File: config.mk
export PLATFORM = sky130hd
export DESIGN_NAME = dualslope_seq
export DESIGN_NICKNAME = d
export VERILOG_FILES = /design/src/rtl/dsq_pkg.sv /design/src/rtl/dsq_sync.sv /design/src/rtl/dsq_ctrl.sv /design/src/rtl/dsq_datapath.sv /design/src/rtl/dualslope_seq.sv
export SDC_FILE = /design/constraint.sdc
export NUM_CORES = 1
export LEC_CHECK = 0
export BUFFER_PORTS_ARGS = -buffer_cell sky130_fd_sc_hd__buf_2
export CAP_MARGIN = 5
export CELL_PAD_IN_SITES_DETAIL_PLACEMENT = 1
export CELL_PAD_IN_SITES_GLOBAL_PLACEMENT = 2
export CORE_AREA = 2 2 82 92
export CTS_CLUSTER_SIZE = 20
export DETAILED_ROUTE_END_ITERATION = 12
export DIE_AREA = 0 0 84 94
export MAX_ROUTING_LAYER = met4
export PLACE_DENSITY_LB_ADDON = 0.1
export SLEW_MARGIN = 20
export SYNTH_ARGS = -nofsm -noshare
export SYNTH_HDL_FRONTEND = slang
export SYNTH_SLANG_ARGS = --single-unit
export TNS_END_PERCENT = 50
File: constraint.sdc
create_clock -name clk -period 3.1 [get_ports clk]
set_input_delay 0.62 -clock clk [delete_from_list [all_inputs] [get_ports clk]]
set_output_delay 0.62 -clock clk [all_outputs]
set_load 0.01 [all_outputs]
File: src/rtl/dsq_pkg.sv
package dsq_pkg;

  typedef enum logic [1:0] {
    PH_AZ  = 2'd0,
    PH_INT = 2'd1,
    PH_DE  = 2'd2
  } phase_e;

  // Strobes from control to datapath, all valid for one clk cycle.
  typedef struct packed {
    logic clrCnt;    // clear the decade counters (entering deintegrate)
    logic incCnt;    // advance the decade counters by one count
    logic latchRes;  // copy the counters to the held result
    logic overHit;   // the result being latched ran out of window
    logic negIn;     // captured input sign is negative
  } dpStrobe_t;

  // Packed-decimal form of a non-negative integer, eight digits.
  function automatic logic [31:0] toBcd(input int value);
    logic [31:0] r;
    int v;
    r = '0;
    v = value;
    for (int i = 0; i < 8; i++) begin
      r[i*4 +: 4] = 4'(v % 10);
      v = v / 10;
    end
    return r;
  endfunction

endpackage

File: src/rtl/dsq_sync.sv
module dsq_sync #(
  parameter int STAGES = 2
) (
  input  logic clk,
  input  logic rst,
  input  logic dIn,
  output logic dOut
);

  logic [STAGES-1:0] pipe;

  always_ff @(posedge clk) begin
    if (rst) begin
      pipe <= '0;
    end else begin
      pipe <= {pipe[STAGES-2:0], dIn};
    end
  end

  assign dOut = pipe[STAGES-1];

endmodule

File: src/rtl/dsq_ctrl.sv
module dsq_ctrl
  import dsq_pkg::*;
#(
  parameter int DIV     = 4,
  parameter int INT_CNT = 1000,
  parameter int DE_MAX  = 2000,
  parameter int CYCLE   = 4000
) (
  input  logic      clk,
  input  logic      rst,
  input  logic      cmpSync,
  input  logic      atLimit,
  output dpStrobe_t strobe,
  output logic      swAz,
  output logic      swInt,
  output logic      swDePos,
  output logic      swDeNeg
);

  localparam int DIV_W = (DIV > 1) ? $clog2(DIV) : 1;
  localparam int CYC_W = $clog2(CYCLE);
  localparam logic [DIV_W-1:0] DIV_LAST  = DIV_W'(DIV - 1);
  localparam logic [CYC_W-1:0] CYC_LAST  = CYC_W'(CYCLE - 1);
  localparam logic [CYC_W-1:0] INT_LAST  = CYC_W'(INT_CNT - 1);
  // Reset lands where a maximal deintegrate would end: the shortest auto-zero.
  localparam logic [CYC_W-1:0] CYC_START = CYC_W'(INT_CNT + DE_MAX);

  logic [DIV_W-1:0] divCnt;
  logic [CYC_W-1:0] cycCnt;
  phase_e           phase, phaseNext;
  logic             signPos;
  logic             tick;
  logic             intEnd;
  logic             zeroHit;
  logic             deEnd;

  assign tick    = (divCnt == DIV_LAST);
  assign intEnd  = (phase == PH_INT) && (cycCnt == INT_LAST);
  assign zeroHit = (cmpSync != signPos);
  assign deEnd   = (phase == PH_DE) && (zeroHit || atLimit);

  always_comb begin
    phaseNext = phase;
    unique case (phase)
      PH_AZ:   if (cycCnt == CYC_LAST) phaseNext = PH_INT;
      PH_INT:  if (intEnd)             phaseNext = PH_DE;
      PH_DE:   if (deEnd)              phaseNext = PH_AZ;
      default:                         phaseNext = PH_AZ;
    endcase
  end

  always_ff @(posedge clk) begin
    if (rst) begin
      divCnt  <= '0;
      cycCnt  <= CYC_START;
      phase   <= PH_AZ;
      signPos <= 1'b0;
    end else begin
      divCnt <= tick ? '0 : divCnt + 1'b1;
      if (tick) begin
        cycCnt <= (cycCnt == CYC_LAST) ? '0 : cycCnt + 1'b1;
        phase  <= phaseNext;
        if (intEnd) begin
          signPos <= cmpSync;
        end
      end
    end
  end

  always_comb begin
    strobe          = '0;
    strobe.clrCnt   = tick && intEnd;
    strobe.incCnt   = tick && (phase == PH_DE) && !zeroHit && !atLimit;
    strobe.latchRes = tick && deEnd;
    strobe.overHit  = atLimit && !zeroHit;
    strobe.negIn    = !signPos;
  end

  assign swAz    = (phase == PH_AZ);
  assign swInt   = (phase == PH_INT);
  assign swDePos = (phase == PH_DE) && signPos;
  assign swDeNeg = (phase == PH_DE) && !signPos;

endmodule

File: src/rtl/dsq_datapath.sv
module dsq_datapath
  import dsq_pkg::*;
#(
  parameter int DIGITS = 4,
  parameter int DE_MAX = 2000
) (
  input  logic                  clk,
  input  logic                  rst,
  input  dpStrobe_t             strobe,
  output logic                  atLimit,
  output logic [4*DIGITS-1:0]   result,
  output logic                  polarity,
  output logic                  overRange,
  output logic                  resultValid
);

  localparam int W = 4 * DIGITS;
  localparam logic [31:0]  LIM32 = toBcd(DE_MAX);
  localparam logic [W-1:0] LIM   = LIM32[W-1:0];

  logic [W-1:0]        cnt;
  logic [W-1:0]        cntNext;
  logic [DIGITS-1:0]   carry;

  assign carry[0] = strobe.incCnt;

  generate
    for (genvar d = 0; d < DIGITS; d++) begin : g_dec
      logic [3:0] cur;
      assign cur = cnt[4*d +: 4];
      assign cntNext[4*d +: 4] = !carry[d]     ? cur :
                                 (cur == 4'd9) ? 4'd0 : cur + 4'd1;
      if (d < DIGITS - 1) begin : g_carry
        assign carry[d+1] = carry[d] && (cur == 4'd9);
      end
    end
  endgenerate

  assign atLimit = (cnt == LIM);

  always_ff @(posedge clk) begin
    if (rst) begin
      cnt         <= '0;
      result      <= '0;
      polarity    <= 1'b0;
      overRange   <= 1'b0;
      resultValid <= 1'b0;
    end else begin
      resultValid <= strobe.latchRes;
      if (strobe.clrCnt) begin
        cnt <= '0;
      end else begin
        cnt <= cntNext;
      end
      if (strobe.latchRes) begin
        result    <= cnt;
        polarity  <= strobe.negIn;
        overRange <= strobe.overHit;
      end
    end
  end

endmodule

File: src/rtl/dualslope_seq.sv
module dualslope_seq
  import dsq_pkg::*;
#(
  parameter int DIV     = 4,
  parameter int INT_CNT = 1000,
  parameter int DE_MAX  = 2000,
  parameter int CYCLE   = 4000,
  parameter int DIGITS  = 4,
  parameter int SYNC_N  = 2
) (
  input  logic                clk,
  input  logic                rst,
  input  logic                cmpIn,
  output logic                swAz,
  output logic                swInt,
  output logic                swDePos,
  output logic                swDeNeg,
  output logic [4*DIGITS-1:0] result,
  output logic                polarity,
  output logic                overRange,
  output logic                resultValid
);

  logic      cmpSync;
  logic      atLimit;
  dpStrobe_t strobe;

  dsq_sync #(.STAGES(SYNC_N)) u_sync (
    .clk  (clk),
    .rst  (rst),
    .dIn  (cmpIn),
    .dOut (cmpSync)
  );

  dsq_ctrl #(
    .DIV     (DIV),
    .INT_CNT (INT_CNT),
    .DE_MAX  (DE_MAX),
    .CYCLE   (CYCLE)
  ) u_ctrl (
    .clk     (clk),
    .rst     (rst),
    .cmpSync (cmpSync),
    .atLimit (atLimit),
    .strobe  (strobe),
    .swAz    (swAz),
    .swInt   (swInt),
    .swDePos (swDePos),
    .swDeNeg (swDeNeg)
  );

  dsq_datapath #(
    .DIGITS (DIGITS),
    .DE_MAX (DE_MAX)
  ) u_dp (
    .clk         (clk),
    .rst         (rst),
    .strobe      (strobe),
    .atLimit     (atLimit),
    .result      (result),
    .polarity    (polarity),
    .overRange   (overRange),
    .resultValid (resultValid)
  );

endmodule

==> results.sh, run 1 <==
export IMPL_yosys_area_share_xor_xnor=0.0520
export IMPL_core_area_sq_um=6930
export IMPL_synthTopCellsByArea="dfxtp_1 40%, nand4b_1 6.2%, nand2b_1 4.9%"
export IMPL_synth_top_family_by_area="simple AND/OR/NAND/NOR gates"
export IMPL_synth_area_sq_um=2670
export IMPL_rows=32
export IMPL_fin_cells=395
export IMPL_setup_ws_ns=0.763
export IMPL_cts_buffers=5
export IMPL_outcome="finished clean"
export IMPL_cts_setup_buffers=0
export IMPL_wl_mm=6.34
export IMPL_grt_pass1_vias=2084
export IMPL_clkSinkCount=54
export IMPL_crit_fanout=15
export IMPL_synth_simple_area_share=0.328
export IMPL_fin_crit_ns=2.34
export IMPL_crit_path_cell_trace="ha_1 -> and4b_1 -> nand3_1 -> or4_1 -> a31oi_1"
export IMPL_h_tree_depth=2
export IMPL_grt_start_max_net_pins=32
export IMPL_ys_seq_elements=54
export IMPL_nFillCells=822
export IMPL_grt_pass1_wl_mm=10.6
export IMPL_fmax_mhz=428
export IMPL_final_nets=315
export IMPL_critPathArrivalTime_ns=2.57
export IMPL_drcViolationCount=0
export IMPL_max_stage_delay_ns=0.59
export IMPL_slew_headroom=0.604
export IMPL_finalSetupViolCount=0
export IMPL_muxShareOfSynthArea=0
export IMPL_synth_edf_count=0
export IMPL_synth_top_cell_by_area="dfxtp_1"
export IMPL_synth_compound_area_frac=0.152
export IMPL_overflow=0
export IMPL_hold_path_class="register to register"
export IMPL_synth_top_flop_cell="dfxtp_1"
export IMPL_start_util=0.385
export IMPL_cts_tree="done"
export IMPL_power_leakage_nw=1.10
export IMPL_synthArstFlopShare=0
export IMPL_dpl_worst_slack_ns=0.764
export IMPL_crit_path_top_delay_cell="or4_1"
export IMPL_final_cell_mix="54 x dfxtp_1, 25 x buf_2, 21 x nand2b_1"
export IMPL_clockRootBuffer="clkbuf_8"
export IMPL_insertion_delay_ns=0.30
export IMPL_io_pins=26
export IMPL_post_route_cell_area_sq_um=2890
export IMPL_cp_end_kind="register"
export IMPL_antenna_found_initial=0
export IMPL_io_buffer_count=25
export IMPL_multi_input_area_sq_um=1450
export IMPL_vias=2215
export IMPL_avgSynthCellArea_sq_um=9.08
export IMPL_layout_commonest_cell="dfxtp_1"
export IMPL_diodes=0
export IMPL_first_iter_violations=98
export IMPL_die_y_microns=94
export IMPL_die_w_microns=84
export IMPL_synthCells=294
export IMPL_final_max_slew_viol_count=0
export IMPL_finalSetupTns_ns=0
export IMPL_yosysUniqueCellTypes=50
export IMPL_dieArea_sq_um=7900
export IMPL_dr_pass1_iters=4
export IMPL_yosysWarnings=0
export IMPL_grt_usage=0.173
export IMPL_dpl_instance_area_sq_um=2810
export IMPL_syn_nets=299
export IMPL_ys_seq_area_frac=0.405
export IMPL_dpl_hpwl_mm=4.53
export IMPL_worstSetupPathType="register to register"
export IMPL_period_share=0.754
export IMPL_gp_congestion=0.784
export IMPL_synth_adder_area_share=0.00937
export IMPL_vias_per_cell=5.61
export IMPL_wl_per_cell_microns=16.1
export IMPL_drive_gt1_frac=0.168
export IMPL_drv_cap=0
export IMPL_area_growth_pct=8.25
export IMPL_critPathRequiredTime_ns=3.33
export IMPL_dp_cells=388
export IMPL_start_kind="register"
export IMPL_ctsResizeCount=0
export IMPL_rsz0062_at_grt="false"
export IMPL_ant_nets=0
export IMPL_tightest_slew_ns=0.593
export IMPL_ir_drop_mv=0.194
export IMPL_seq_area_sq_um=1080
export IMPL_final_hold_viol_count=0
export IMPL_clkTransAtPathRegs_ns=0.09
export IMPL_powerDensity_nw_per_um2=395
export IMPL_postCtsHoldBufs=0
export IMPL_synth_top_cell_area_share=0.405
export IMPL_cts_buffer_depth=2
export IMPL_fin_worst_skew_ns=0.00621
-- area by class of cell --
cell class	count	area share
sequential	54	0.374
timing repair buffer	30	0.0563
inverter	4	0.00519
clock buffer	6	0.0251
clock inverter	1	0.00260
multi-input combinational	215	0.500
tap	85	0.0368
-- power breakdown --
group,total [W],internal [W],switching (W)
registers,0.000708,0.000701,0.00000770
clock network,0.000378,0.000156,0.000222
logic,0.0000570,0.0000239,0.0000331
-- metal layers --
layer  share of wire  vias to the layer above  GRT usage  routed length, microns
met5               0                        -          -                       0
met4          0.0091                        0     0.0484                      58
met3           0.023                        4     0.0264                     144
met2            0.48                       26      0.289                    3030
met1            0.49                     1091      0.219                    3110
li1                -                     1094          -                       -
-- per-stage QoR --
step | power, W | utilization | hold WS, ns
detailed placement | 0.000784 | 0.406 | 0.421
CTS | 0.00117 | 0.417 | 0.439
finish | 0.00114 | 0.417 | 0.433
floorplan | 0.000767 | - | 0.404
global placement | 0.000782 | 0.406 | 0.416
global route | 0.00120 | 0.417 | 0.466
-- cells by family after synthesis --
logic type / Yosys count
fa+ha+maj: 2
compound gates: 60
xor+xnor: 15
flops: 54
buf+inv: 25
simple gates: 138
-- state kept, by name, summed over array words and instances, names as in the netlist, 2 cells and up --
signal,flops
u_sync.pipe,2
u_ctrl.divCnt,2
u_ctrl.cycCnt,12
u_dp.result,16
u_ctrl.phase,2
u_dp.cnt,16
-- cell usage after synthesis (4+ instances only) --
cell	n
dfxtp_1	54
nand2b_1	21
nand4b_1	19
a21oi_1	16
o21ai_0	16
nor2_1	15
nand2_1	13
clkbuf_1	12
nand3_1	10
nor2b_1	10
o21ai_2	10
nand4_1	9
xor2_1	8
or4_1	7
o21bai_1	6
xnor2_1	6
and2_1	5
buf_6	4
inv_1	4
nor3_1	4
nor4_1	4
-- worst max-delay path, delay by kind of cell (launching register included) --
family | cells | cell delay [ns]
fa+ha+maj | 1 | 0.44
compound gates | 1 | 0.16
simple gates | 3 | 1.31
flops | 1 | 0.34
-- path summary, 6_finish.rpt --
| kind | end | cells past startpoint | from | slack [ns] |
|---|---|---|---|---|
| worst min register to register | u_ctrl.divCnt[0] | 1 | u_ctrl.divCnt[0] | 0.43 |
| worst max register to register | u_dp.cnt[15] | 5 | u_ctrl.divCnt[0] | 0.76 |
| worst min-delay path | u_ctrl.divCnt[0] | 1 | u_ctrl.divCnt[0] | 0.43 |
| worst max-delay path | u_dp.cnt[15] | 5 | u_ctrl.divCnt[0] | 0.76 |
No activity file was read; power rests on OpenSTA's default activity.
==> run 2: changes to the inputs <==
Settings changed: ABC_AREA from default to 1, CORE_AREA 2 2 82 92 to 2 2 91 101, DIE_AREA 0 0 84 94 to 0 0 93 103.
Clock period 3.1 ns to 2 ns, I/O delays scaled along.
==> run 2 against run 1 <==
Combinational power grew 28%; cell count grew 24%; hold slack lost 0.14 ns; design area shrank 0.56%; count of clock-buffer cells in the layout grew 1; non-clock buffer count grew 2; utilization shrank 8.5 points; clock power grew 73%; die area grew 21%; power grew 59%; sequential power grew 54%; routed wire length grew 3.1%; largest power group unchanged; highest routed layer unchanged.
==> results.sh, run 2 <==
export IMPL_outcome="finished clean"
export IMPL_layout_commonest_cell="nor2_1"
export IMPL_clkTransAtPathRegs_ns=0.10
export IMPL_reg_largest_list="u_dp.cnt x16, u_dp.result x16, u_ctrl.cycCnt x12"
export IMPL_reg2reg_to="u_dp.cnt[12]"
export IMPL_drcViolationCount=0
export IMPL_final_nets=380
export IMPL_overflow=0
export IMPL_muxShareOfSynthArea=0
export IMPL_reg2reg_depth=8
export IMPL_fin_crit_ns=1.74
export IMPL_final_cell_mix="59 x nor2_1, 58 x nand2_1, 54 x dfxtp_1"
export IMPL_synth_simple_area_share=0.283
export IMPL_io_pins=26
export IMPL_synthArstFlopShare=0
export IMPL_synth_top_flop_cell="dfxtp_1"
export IMPL_cts_buffers=5
export IMPL_area_growth_pct=14.4
export IMPL_h_tree_depth=2
export IMPL_period_share=0.871
export IMPL_hp_start="cmpIn"
export IMPL_fin_worst_skew_ns=0.00701
export IMPL_tightest_slew_ns=0.387
export IMPL_synth_top_family_by_area="simple AND/OR/NAND/NOR gates"
export IMPL_yosysUniqueCellTypes=32
export IMPL_r2r_slack_ns=0.26
export IMPL_worstSetupPathType="register to register"
export IMPL_yosys_top_cells_count="59 x nor2_1, 58 x nand2_1, 54 x dfxtp_1"
export IMPL_io_buffer_count=25
export IMPL_start_kind="register"
export IMPL_synth_edf_count=0
export IMPL_antenna_found_initial=0
export IMPL_vias=2225
export IMPL_post_route_cell_area_sq_um=2870
export IMPL_hold_end="u_sync.pipe[0]"
export IMPL_ys_seq_area_frac=0.430
export IMPL_grt_pass1_wl_mm=11.0
export IMPL_rsz0062_at_grt="false"
export IMPL_ctsResizeCount=0
export IMPL_hold_path_class="input pin to register"
export IMPL_cts_setup_buffers=0
export IMPL_postCtsHoldBufs=0
export IMPL_ys_seq_elements=54
export IMPL_final_max_slew_viol_count=0
export IMPL_dp_cells=482
export IMPL_core_area_sq_um=8650
export IMPL_wl_mm=6.54
export IMPL_grt_pass1_vias=2214
export IMPL_cts_tree="done"
export IMPL_clockRootBuffer="clkbuf_8"
export IMPL_insertion_delay_ns=0.31
export IMPL_holdPathStages=3
export IMPL_critPathRequiredTime_ns=2.22
export IMPL_first_iter_violations=55
export IMPL_drive_gt1_frac=0.168
export IMPL_cts_buffer_depth=2
export IMPL_synthTopCellsByArea="dfxtp_1 43%, nor2_1 8.8%, nand2_1 8.7%"
export IMPL_final_hold_viol_count=0
export IMPL_yosys_area_share_xor_xnor=0.0279
export IMPL_synthCells=343
export IMPL_avgSynthCellArea_sq_um=7.32
export IMPL_clkSinkCount=54
export IMPL_cp_end_kind="register"
export IMPL_dpl_hpwl_mm=4.99
export IMPL_fmax_mhz=574
export IMPL_gp_congestion=0.791
export IMPL_dieArea_sq_um=9580
export IMPL_power_leakage_nw=1.27
export IMPL_ir_drop_mv=0.264
export IMPL_wl_per_cell_microns=13.3
export IMPL_vias_per_cell=4.54
export IMPL_powerDensity_nw_per_um2=633
export IMPL_synth_top_cell_by_area="dfxtp_1"
export IMPL_synth_adder_area_share=0.00997
export IMPL_die_y_microns=103
export IMPL_fin_cells=490
export IMPL_syn_nets=348
export IMPL_start_util=0.290
export IMPL_finalSetupTns_ns=0
export IMPL_yosysWarnings=0
export IMPL_diodes=0
export IMPL_r2r_start="u_ctrl.divCnt[0]"
export IMPL_dr_pass1_iters=4
export IMPL_synth_area_sq_um=2510
export IMPL_slew_headroom=0.741
export IMPL_yosysMostFrequentCell="nor2_1"
export IMPL_crit_fanout=9
export IMPL_drv_cap=0
export IMPL_ant_nets=0
export IMPL_die_w_microns=93
export IMPL_synth_compound_area_frac=0.162
export IMPL_finalSetupViolCount=0
export IMPL_synth_top_cell_area_share=0.430
export IMPL_rows=36
export IMPL_grt_start_max_net_pins=20
export IMPL_grt_usage=0.152
export IMPL_dpl_instance_area_sq_um=2780
export IMPL_critPathArrivalTime_ns=1.96
run 2: changes by cell type after synthesis, moves of 7 or more:
cell,before,now
a21oi_2,0,11
nand2_1,13,58
o21ai_1,0,12
nor2b_1,10,0
nor2_1,15,59
nand3_1,10,17
clkbuf_1,12,1
or4_1,7,0
o21ai_2,10,1
nand4b_1,19,0
inv_1,4,43
nand2b_1,21,0
run 2: worst max-delay path: stages, from the launching register on:
cell and delay (ns):
dfxtp_1 0.35, ha_1 0.29, nand2_1 0.19, nor2_4 0.24, nand4_4 0.20, nor2_2 0.21
nand2_1 0.07, nand2_1 0.06, nor2_1 0.04
run 2: logic make-up after synthesis:
family | count (synthesis)
simple gates | 159
compound gates | 68
flops | 54
buf+inv | 52
xor+xnor | 8
fa+ha+maj | 2
run 2: layout make-up:
class | count | area (sq um)
timing repair buffer | 32 | 178
multi-input combinational | 237 | 1210
fill | 1110 | 5770
inverter | 45 | 169
clock inverter | 1 | 5.00
tap | 114 | 143
sequential | 54 | 1080
clock buffer | 7 | 86.3
run 2: worst max path at each step:
stage	from	to	slack, ns	cells after the start
after detailed placement	u_ctrl.divCnt[0]	u_dp.cnt[12]	0.28	8
after global placement	u_dp.cnt[13]	u_dp.result[4]	0.31	9
after CTS	u_ctrl.divCnt[0]	u_dp.cnt[12]	0.25	8
final	u_ctrl.divCnt[0]	u_dp.cnt[12]	0.26	8
after floorplan	u_ctrl.divCnt[0]	u_ctrl.cycCnt[8]	0.54	9
after global routing	u_ctrl.divCnt[0]	u_ctrl.cycCnt[8]	0.03	9
run 2: through the flow:
step	worst slack, ns	total power [W]	utilization	hold slack (ns)
floorplan	0.544	0.00116	-	0.388
CTS	0.249	0.00186	0.332	0.278
global route	0.0336	0.00191	0.332	0.285
detailed placement	0.284	0.00119	0.322	0.414
finish	0.259	0.00182	0.332	0.294
global placement	0.312	0.00119	0.322	0.392
run 2: layer usage:
layer / routed length (microns) / up-vias / track usage
met4: 87 / 0 / 0.0475
met2: 3170 / 18 / 0.253
li1: - / 1171 / -
met3: 142 / 7 / 0.0292
met5: 0 / - / -
met1: 3140 / 1029 / 0.189
run 2: where the power goes:
| part | leakage (nW) | switching, W | internal, W | total (W) |
|---|---|---|---|---|
| registers | 0.436 | 0.00000542 | 0.00109 | 0.00109 |
| logic | 0.785 | 0.0000496 | 0.0000236 | 0.0000731 |
| clock network | 0.0482 | 0.000374 | 0.000281 | 0.000655 |
==> run 3: changes to the inputs <==
Settings changed: CELL_PAD_IN_SITES_DETAIL_PLACEMENT 1 to default, CELL_PAD_IN_SITES_GLOBAL_PLACEMENT 2 to default, CORE_AREA 2 2 91 101 to 2 2 75 84, DIE_AREA 0 0 93 103 to 0 0 77 86, PLACE_DENSITY from default to 0.67, PLACE_DENSITY_LB_ADDON 0.1 to default.
Clock period 2 ns to 1.4 ns, I/O delays scaled along.
==> run 3 against run 2 <==
The run now ends with setup timing left; clock power grew 27%; flip-flop and latch count did not move; first-iteration DRC count increased by 130%; fmax increased by 14%; hold slack worse by 0.13 ns; combinational power up 110%; utilization up 32 points; routed wire length up 5.9%; critical path type unchanged; largest cell class unchanged; highest routed layer unchanged.
==> results.sh, run 3 (synthesized netlist as in run 2, its figures left out) <==
export IMPL_outcome="finished, violations left"
export IMPL_failed_checks="setup timing"
export IMPL_wl_per_cell_microns=13.3
export IMPL_die_y_microns=86
export IMPL_drive_gt1_frac=0.460
export IMPL_dpl_instance_area_sq_um=3150
export IMPL_antenna_found_initial=0
export IMPL_reg_largest_list="u_dp.cnt x16, u_dp.result x16, u_ctrl.cycCnt x12"
export IMPL_critPathRequiredTime_ns=1.64
export IMPL_first_iter_violations=124
export IMPL_final_cell_mix="57 x buf_4, 48 x nand2_1, 47 x nor2_1"
export IMPL_diodes=0
export IMPL_multi_input_area_sq_um=1500
export IMPL_start_kind="register"
export IMPL_powerDensity_nw_per_um2=681
export IMPL_fmax_mhz=655
export IMPL_final_hold_viol_count=0
export IMPL_final_max_slew_viol_count=0
export IMPL_worstSetupPathType="register to register"
export IMPL_finalSetupTns_ns=-2.54
export IMPL_drv_cap=0
export IMPL_final_nets=448
export IMPL_nFillCells=513
export IMPL_gp_congestion=0.908
export IMPL_period_share=1.09
export IMPL_cts_buffers=5
export IMPL_grt_usage=0.212
export IMPL_dpl_hpwl_mm=4.45
export IMPL_rows=29
export IMPL_vias=2583
export IMPL_grt_pass1_vias=2439
export IMPL_dieArea_sq_um=6620
export IMPL_cp_end_kind="register"
export IMPL_clkSinkCount=54
export IMPL_seq_area_sq_um=1100
export IMPL_power_leakage_nw=1.65
export IMPL_grt_start_max_net_pins=23
export IMPL_utilization=0.654
export IMPL_cts_tree="done"
export IMPL_critPathArrivalTime_ns=1.77
export IMPL_wl_mm=6.92
export IMPL_crit_path_cell_trace="xor2_2 -> buf_4 -> nor2_4 -> nand3_4 -> nor2_4 -> nand3_2 -> a21oi_2"
export IMPL_fin_worst_skew_ns=0.00721
export IMPL_ir_drop_mv=0.446
export IMPL_io_buffer_count=25
export IMPL_dr_pass1_iters=4
export IMPL_postCtsHoldBufs=0
export IMPL_pwr_share_clk=0.327
export IMPL_die_w_microns=77
export IMPL_p_sw_w=0.000592
export IMPL_p_int_w=0.00196
export IMPL_finalSetupViolCount=41
export IMPL_post_route_cell_area_sq_um=3750
export IMPL_path_common_cell="nor2_4"
export IMPL_area_growth_pct=49.3
export IMPL_hold_path_class="input pin to register"
export IMPL_combPwrFrac=0.060
export IMPL_start_util=0.438
export IMPL_grt_pass1_wl_mm=11.0
export IMPL_finalPower_w=0.00255
export IMPL_tightest_slew_ns=0.293
export IMPL_drcViolationCount=0
export IMPL_setup_ws_ns=-0.128
export IMPL_fin_crit_ns=1.53
export IMPL_max_stage_delay_ns=0.35
export IMPL_crit_fanout=7
export IMPL_core_area_sq_um=5730
export IMPL_crit_path_top_delay_cell="dfxtp_2"
export IMPL_layout_commonest_cell="buf_4"
export IMPL_overflow=0
export IMPL_clkTransAtPathRegs_ns=0.09
export IMPL_h_tree_depth=2
export IMPL_insertion_delay_ns=0.30
export IMPL_vias_per_cell=4.97
export IMPL_clockRootBuffer="clkbuf_8"
export IMPL_cts_buffer_depth=2
export IMPL_ant_nets=0
export IMPL_pwr_share_seq=0.613
export IMPL_swShare=0.232
export IMPL_rsz0062_at_grt="true"
export IMPL_slew_headroom=0.803
export IMPL_io_pins=26
==> run 3: changes by cell type in the layout (fill, tap and decap cells not counted), sizes merged <==
cell	delta
buf	+65
nand4	+1
clkbuf	+1
==> run 3: final cells by class <==
class,count,share of cell area
clock buffers,7,0.0204
inverters,45,0.0470
multi-input cells,238,0.401
flip-flops and latches,54,0.293
well taps,77,0.0257
repair buffers,98,0.211
repair inverters,1,0.00167
==> run 3: repair_timing <==
item,4_1_cts,5_1_grt
pin swaps,18,21
endpoints found under the setup margin,46,50
setup buffers,5,7
gates resized for setup,51,72
cloned,2,3
==> run 3: worst max-delay path: cells and delay by family, from the launching register on <==
kind	cells	cell delay, ns
buf+inv	1	0.16
flops	1	0.35
simple gates	4	0.62
compound gates	1	0.13
xor+xnor	1	0.19
==> run 3: power by group through the flow <==
stage | combinational (W) | clock [W] | sequential, W
2_1_floorplan | 0.0000715 | 0 | 0.00159
3_3_place_gp | 0.000113 | 0 | 0.00159
3_5_place_dp | 0.000115 | 0 | 0.00159
4_1_cts | 0.000131 | 0.000857 | 0.00156
5_1_grt | 0.000171 | 0.000917 | 0.00157
6_report | 0.000154 | 0.000834 | 0.00156
==> run 3: path summary, 6_finish.rpt <==
path                   from             end  slack (ns)  cells after the start
max          u_ctrl.signPos    u_dp.cnt[14]       -0.13                      7
min                   cmpIn  u_sync.pipe[0]        0.17                      3
max reg2reg  u_ctrl.signPos    u_dp.cnt[14]       -0.13                      7
min reg2reg  u_sync.pipe[0]  u_sync.pipe[1]        0.41                      2
==> run 3: through the flow <==
stage               instances  hold slack [ns]  worst slack (ns)
finish                    520            0.168            -0.128
global route              520            0.164            -0.192
CTS                       510            0.163           -0.0770
detailed placement        496            0.403            -0.133
global placement          496            0.396           -0.0763
floorplan                 343            0.387           0.00404
==> run 3: layer usage <==
layer,vias up,GRT usage,part of all wire
met1,1204,0.237,0.42
met2,56,0.373,0.52
met4,0,0.0828,0.022
li1,1309,-,-
met5,-,-,0
met3,14,0.0411,0.036
